<file path="src/rtl/ctmr_pkg.sv">
package ctmr_pkg;
  // per-channel strobes from the control side to the counting core
  typedef struct packed {
    logic startLoad;  // preset counter from start value
    logic countEn;    // channel may count this cycle
    logic chained;    // count only on predecessor expiry
    logic clrFlag;    // write-one-to-clear of the timeout flag
  } chStrobe_t;
endpackage

</file>
<file path="src/rtl/ctmr_ctrl.sv">
module ctmr_ctrl
  import ctmr_pkg::*;
#(
  parameter int NUM_CH = 2,
  parameter int CNT_W  = 32,
  parameter int ADDR_W = 4
) (
  input  logic              clk,
  input  logic              rstN,
  input  logic              regWe,
  input  logic [ADDR_W-1:0] regAddr,
  input  logic [31:0]       regWdata,
  output logic [31:0]       regRdata,
  input  logic              dbgHalt,
  input  logic [CNT_W-1:0]  cntVal [NUM_CH],
  input  logic [NUM_CH-1:0] flagVec,
  output logic [CNT_W-1:0]  loadVal [NUM_CH],
  output logic [NUM_CH-1:0] irqEnVec,
  output chStrobe_t         strobe [NUM_CH]
);
  localparam int SEL_W = ADDR_W - 2;
  localparam logic [1:0] F_LOAD = 2'd0;
  localparam logic [1:0] F_CUR  = 2'd1;
  localparam logic [1:0] F_CTRL = 2'd2;
  localparam logic [1:0] F_FLAG = 2'd3;

  logic [SEL_W-1:0] wordSel;
  logic [1:0]       fieldSel;
  logic             disableBit, freezeBit, haltAll;
  logic [NUM_CH-1:0] runBit, chainBit;

  assign wordSel  = regAddr[ADDR_W-1:2];
  assign fieldSel = regAddr[1:0];
  assign haltAll  = disableBit | (freezeBit & dbgHalt);

  always_ff @(posedge clk or negedge rstN) begin
    if (!rstN) begin
      disableBit <= 1'b0;
      freezeBit  <= 1'b0;
    end else if (regWe && wordSel == '0 && fieldSel == 2'd0) begin
      disableBit <= regWdata[0];
      freezeBit  <= regWdata[1];
    end
  end

  for (genvar n = 0; n < NUM_CH; n++) begin : g_ch
    logic hitCh;
    assign hitCh = regWe && (wordSel == SEL_W'(n + 1));

    always_ff @(posedge clk or negedge rstN) begin
      if (!rstN) begin
        loadVal[n]  <= '0;
        runBit[n]   <= 1'b0;
        irqEnVec[n] <= 1'b0;
        chainBit[n] <= 1'b0;
      end else if (hitCh) begin
        if (fieldSel == F_LOAD) loadVal[n] <= regWdata[CNT_W-1:0];
        if (fieldSel == F_CTRL) begin
          runBit[n]   <= regWdata[0];
          irqEnVec[n] <= regWdata[1];
          chainBit[n] <= regWdata[2];
        end
      end
    end

    assign strobe[n].startLoad = hitCh && fieldSel == F_CTRL && regWdata[0] && !runBit[n];
    assign strobe[n].countEn   = runBit[n] && !haltAll;
    assign strobe[n].chained   = (n != 0) && chainBit[n];  // channel 0 never chained
    assign strobe[n].clrFlag   = hitCh && fieldSel == F_FLAG && regWdata[0];

    // no counting permission while halted
    p_halt_gate_r7: assert property (@(posedge clk) disable iff (!rstN)
      (disableBit || (freezeBit && dbgHalt)) |-> !strobe[n].countEn);
  end

  always_comb begin
    regRdata = '0;
    if (wordSel == '0) begin
      if (fieldSel == 2'd0) regRdata = {30'd0, freezeBit, disableBit};
    end else begin
      for (int n = 0; n < NUM_CH; n++) begin
        if (wordSel == SEL_W'(n + 1)) begin
          case (fieldSel)
            F_LOAD:  regRdata = 32'(loadVal[n]);
            F_CUR:   regRdata = 32'(cntVal[n]);
            F_CTRL:  regRdata = {29'd0, chainBit[n], irqEnVec[n], runBit[n]};
            default: regRdata = {31'd0, flagVec[n]};
          endcase
        end
      end
    end
  end
endmodule

</file>
<file path="src/rtl/ctmr_core.sv">
module ctmr_core
  import ctmr_pkg::*;
#(
  parameter int NUM_CH = 2,
  parameter int CNT_W  = 32
) (
  input  logic              clk,
  input  logic              rstN,
  input  chStrobe_t         strobe [NUM_CH],
  input  logic [CNT_W-1:0]  loadVal [NUM_CH],
  output logic [CNT_W-1:0]  cntVal [NUM_CH],
  output logic [NUM_CH-1:0] flagVec
);
  logic [NUM_CH-1:0] stepVec, expireVec;

  for (genvar n = 0; n < NUM_CH; n++) begin : g_ch
    if (n == 0) begin : g_head
      assign stepVec[n] = strobe[n].countEn;
    end else begin : g_link
      // a chained channel counts only on the predecessor's expiry
      assign stepVec[n] = strobe[n].countEn && (!strobe[n].chained || expireVec[n-1]);
    end
    assign expireVec[n] = stepVec[n] && (cntVal[n] == '0);

    always_ff @(posedge clk or negedge rstN) begin
      if (!rstN)                   cntVal[n] <= '0;
      else if (strobe[n].startLoad) cntVal[n] <= loadVal[n];
      else if (expireVec[n])        cntVal[n] <= loadVal[n];
      else if (stepVec[n])          cntVal[n] <= cntVal[n] - 1'b1;
    end

    always_ff @(posedge clk or negedge rstN) begin
      if (!rstN)                  flagVec[n] <= 1'b0;
      else if (expireVec[n])      flagVec[n] <= 1'b1;  // expiry beats clear
      else if (strobe[n].clrFlag) flagVec[n] <= 1'b0;
    end

    p_decrement_r1: assert property (@(posedge clk) disable iff (!rstN)
      (stepVec[n] && cntVal[n] != '0 && !strobe[n].startLoad)
        |=> cntVal[n] == $past(cntVal[n]) - 1'b1);
    p_start_r2: assert property (@(posedge clk) disable iff (!rstN)
      strobe[n].startLoad |=> cntVal[n] == $past(loadVal[n]));
    p_hold_r2: assert property (@(posedge clk) disable iff (!rstN)
      (!strobe[n].countEn && !strobe[n].startLoad) |=> $stable(cntVal[n]));
    p_reload_r3: assert property (@(posedge clk) disable iff (!rstN)
      (expireVec[n] && !strobe[n].startLoad)
        |=> flagVec[n] && cntVal[n] == $past(loadVal[n]));
    p_clear_r8: assert property (@(posedge clk) disable iff (!rstN)
      (strobe[n].clrFlag && !expireVec[n]) |=> !flagVec[n]);
  end
endmodule

</file>
<file path="src/rtl/chain_timer.sv">
module chain_timer
  import ctmr_pkg::*;
#(
  parameter int NUM_CH = 2,
  parameter int CNT_W  = 32,
  parameter int ADDR_W = $clog2(4 * (NUM_CH + 1))
) (
  input  logic              clk,
  input  logic              rstN,
  input  logic              regWe,
  input  logic [ADDR_W-1:0] regAddr,
  input  logic [31:0]       regWdata,
  output logic [31:0]       regRdata,
  input  logic              dbgHalt,
  output logic              irq
);
  chStrobe_t         strobe [NUM_CH];
  logic [CNT_W-1:0]  loadVal [NUM_CH];
  logic [CNT_W-1:0]  cntVal [NUM_CH];
  logic [NUM_CH-1:0] flagVec, irqEnVec;

  ctmr_ctrl #(.NUM_CH(NUM_CH), .CNT_W(CNT_W), .ADDR_W(ADDR_W)) u_ctrl (
    .clk(clk), .rstN(rstN), .regWe(regWe), .regAddr(regAddr),
    .regWdata(regWdata), .regRdata(regRdata), .dbgHalt(dbgHalt),
    .cntVal(cntVal), .flagVec(flagVec), .loadVal(loadVal),
    .irqEnVec(irqEnVec), .strobe(strobe)
  );

  ctmr_core #(.NUM_CH(NUM_CH), .CNT_W(CNT_W)) u_core (
    .clk(clk), .rstN(rstN), .strobe(strobe), .loadVal(loadVal),
    .cntVal(cntVal), .flagVec(flagVec)
  );

  assign irq = |(flagVec & irqEnVec);

  p_irq_source_r6: assert property (@(posedge clk) disable iff (!rstN)
    irq |-> (flagVec != '0));
endmodule

</file>
<file path="config.mk">
export PLATFORM = sky130hd
export DESIGN_NAME = chain_timer
export DESIGN_NICKNAME = d
export VERILOG_FILES = /design/src/rtl/ctmr_pkg.sv /design/src/rtl/ctmr_ctrl.sv /design/src/rtl/ctmr_core.sv /design/src/rtl/chain_timer.sv
export SDC_FILE = /design/constraint.sdc
export NUM_CORES = 1
export LEC_CHECK = 0
export BUFFER_PORTS_ARGS = -buffer_cell sky130_fd_sc_hd__buf_2
export CORE_MARGIN = 10
export CORE_UTILIZATION = 30
export DETAILED_ROUTE_END_ITERATION = 6
export GPL_ROUTABILITY_DRIVEN = 0
export PLACE_DENSITY = 0.43
export SYNTH_ARGS = -nofsm -noshare
export SYNTH_HDL_FRONTEND = slang
export SYNTH_SLANG_ARGS = --single-unit
</file>
<file path="constraint.sdc">
create_clock -name clk -period 4 [get_ports clk]
set_clock_uncertainty 0.2 [all_clocks]
set_input_delay 0.4 -clock clk [delete_from_list [all_inputs] [get_ports clk]]
set_output_delay 0.4 -clock clk [all_outputs]
set_load 0.05 [all_outputs]
</file>
==> results.ini <==
[status]
status=finished clean

[clocking]
htreeDepth=4
cts_resized=0
clock_path_buffers=2
numCtsBuffers=17
cts_sinks=138
cts_tree=yes
postCtsHoldBufs=1
cts-root-buf=clkbuf_16
postCtsSetupBuffers=0
clk_latency_ns=0.43
path_clk_slew_ns=0.07

[timing]
fin_setup_tns_ns=0
finalHoldViolCount=0
period_share_pct=88.3
maxSlewViolCount=0
tightest_slew_ns=1.12
fmax_mhz=283
rsz0062_at_grt=false
slew_headroom_pct=25.5
setup_violations=0
fin_hold_ws_ns=0.0189
post-route-min-period_ns=3.53

[global_route]
grt_max_degree=84
overflow=0
grt_antenna_before_repair=0
grt_use_total_pct=17.1
grt_first_pass_wirelength_um=44500
grt_pass1_vias=6957

[worst_hold_path]
hold_start=regWdata[28]
hp-class=input port to register
hold_end=u_ctrl.loadVal[28]
min_path_cells=2

[floorplan]
fp.dieH_um=184
core_area_um2=26300
dieArea_um2=33800
start_util_pct=30.7
die_w_um=184
io_pins=73
row_count=59

[synthesis]
yosysUniqueCellTypes=64
synth-main-ff-cell=dfrtp_1
synthCells=820
synth_top_area_share_pct=42.9
syn_avg_cell_area_um2=9.83
ys_ff_latch=138
synth.yosys.warnings=0
synth_nets=862
async_flop_share_pct=100
syn_area_um2=8060
yosysSeqAreaShare_pct=42.9
synth_edf_count=0
yosysTopAreaCell=dfrtp_1
ys_top_cells_by_area=dfrtp_1, mux2_2, mux2i_1, nand2_1, o22ai_1

[route]
post_drt_wl_per_cell_um=23.8
routed_via_density=5.64
antenna_left=0
top_layer_used=met4
drc=0
vias=6937
routed_wirelength_um=29200
dr.first_iter.drc_count=582
met1_length_um=14500
dr.pass1.iters=5
wl_met2_um=13000
met3_wirelength_um=1450

[cells_and_area]
final_core_util_pct=35.8
num_antenna_cells=0
finalNetCount=923
area_growth_pct=16.9
fin_cells=1229
drive_above_1_share_pct=24.6
n_fill_cell=2703
final_common_cell=dfrtp_1
layout_common_cells=dfrtp_1, nand2_1, buf_2

[setup_path]
cp_slowest_cell=o41ai_4
crit_family=simple AND/OR/NAND/NOR gates
rrSetupSlack_ns=0.47
rr_worst_depth=10
critPathBufInv=3
cpMostUsedCell=buf_4
critPathMaxStageDelay_ns=0.60
critPathArrivalTime_ns=3.68
cp-start-kind=register
critPathMaxFanout=7
cp.required_ns=4.15
r2r-end=u_core.cntVal[28]
crit_type=register to register
worstPathCellList=inv_1 -> ha_1 -> nor4b_1 -> nand4_1 -> buf_4 -> o41ai_4 -> nand2_1 -> buf_4 -> or4_1 -> nand3_1
setup.worst_path.end_class=register
rr_startpoint=u_core.cntVal[32]

[flow_run]
max_cap_violations=0

[place]
dp.cells=1196
io_buffers=72
dp_hpwl_um=21200

[power]
power_density_nw_per_um2=540
ir_drop_uv=264
leakagePower_nw=4.05

per-stage QoR:
| step | power [mW] | setup WS [ns] | area, um^2 |
|---|---|---|---|
| floorplan | 2.97 | 0.911 | 8060 |
| global placement | 3.55 | 0.600 | 8840 |
| detailed placement | 3.55 | 0.439 | 8840 |
| CTS | 5.13 | 0.437 | 9420 |
| global route | 5.37 | 0.135 | 9420 |
| finish | 5.09 | 0.467 | 9420 |
area by class of cell:
| class | count | area, um^2 | area share (%) |
|---|---|---|---|
| clock buffers | 20 | 457 | 4.85 |
| well taps | 335 | 419 | 4.45 |
| multi-input cells | 613 | 4300 | 45.7 |
| flip-flops and latches | 138 | 3450 | 36.7 |
| inverters | 8 | 30.0 | 0.319 |
| repair buffers | 103 | 642 | 6.81 |
| clock inverters | 12 | 115 | 1.22 |
power by group:
group,internal [mW],switching (mW)
sequential,1.73,0.462
clock,0.895,0.664
combinational,0.567,0.772
total,3.19,1.90
worst max-delay path by stage:
| stage | startpoint | to | slack, ns | depth (start not counted) |
|---|---|---|---|---|
| floorplan | u_core.cntVal[32] | u_core.cntVal[47] | 0.91 | 10 |
| global placement | u_core.cntVal[32] | u_core.cntVal[28] | 0.60 | 10 |
| detailed placement | u_core.cntVal[32] | u_core.cntVal[5] | 0.44 | 11 |
| CTS | u_core.cntVal[32] | u_core.cntVal[28] | 0.44 | 10 |
| global route | u_core.cntVal[32] | u_core.cntVal[5] | 0.13 | 11 |
| finish | u_core.cntVal[32] | u_core.cntVal[28] | 0.47 | 10 |
state kept, by name (all words and copies together) (netlist names), 2 cells and up:
name and count:
u_core.cntVal 64, u_ctrl.loadVal 64, u_core.flagVec 2, u_ctrl.irqEnVec 2
u_ctrl.runBit 2
cell families (layout without fill, tap and decap cells):
kind of cell / Yosys count / count (layout) / synth area share [%]
adders and majority gates: 2 / 2 / 0.311
DFF: 138 / 138 / 42.9
buffers and inverters: 69 / 143 / 3.82
muxes: 135 / 135 / 17.8
and+or+nand+nor: 285 / 285 / 18.2
AOI/OAI and AO/OA: 183 / 183 / 16.1
xor gates and xnor gates: 8 / 8 / 0.870
cells in the mapped netlist (3+ instances only):
| master | count |
|---|---|
| dfrtp_1 | 138 |
| nand2_1 | 73 |
| mux2_2 | 69 |
| mux2i_1 | 66 |
| nor2_1 | 47 |
| clkbuf_1 | 39 |
| nand3_1 | 35 |
| o21ai_0 | 33 |
| o22ai_1 | 31 |
| a21oi_1 | 30 |
| nor3_1 | 24 |
| nor4_1 | 24 |
| or3_1 | 19 |
| or4_1 | 13 |
| o211ai_1 | 10 |
| o311ai_0 | 10 |
| buf_2 | 9 |
| buf_1 | 8 |
| inv_1 | 8 |
| nand4_1 | 8 |
| a221o_1 | 7 |
| a311o_1 | 7 |
| and2_1 | 7 |
| nand2b_1 | 7 |
| a31oi_1 | 6 |
| and3_1 | 6 |
| xor2_1 | 6 |
| a211oi_1 | 5 |
| a22oi_1 | 5 |
| buf_6 | 5 |
| nand3b_1 | 4 |
| a211o_1 | 3 |
| a2bb2oi_1 | 3 |
| a311oi_1 | 3 |
| nor2b_1 | 3 |
| nor4b_1 | 3 |
| o21a_1 | 3 |
| o22a_1 | 3 |
| o31a_1 | 3 |
| or2_2 | 3 |
| or4_4 | 3 |
layer usage:
layer  up-vias  GRT usage [%]
met4         0           3.51
met1      3508           24.5
li1       3233              -
met3        17           3.40
met2       179           26.1
met5         -              0
Power figures use the tool's default switching activity.
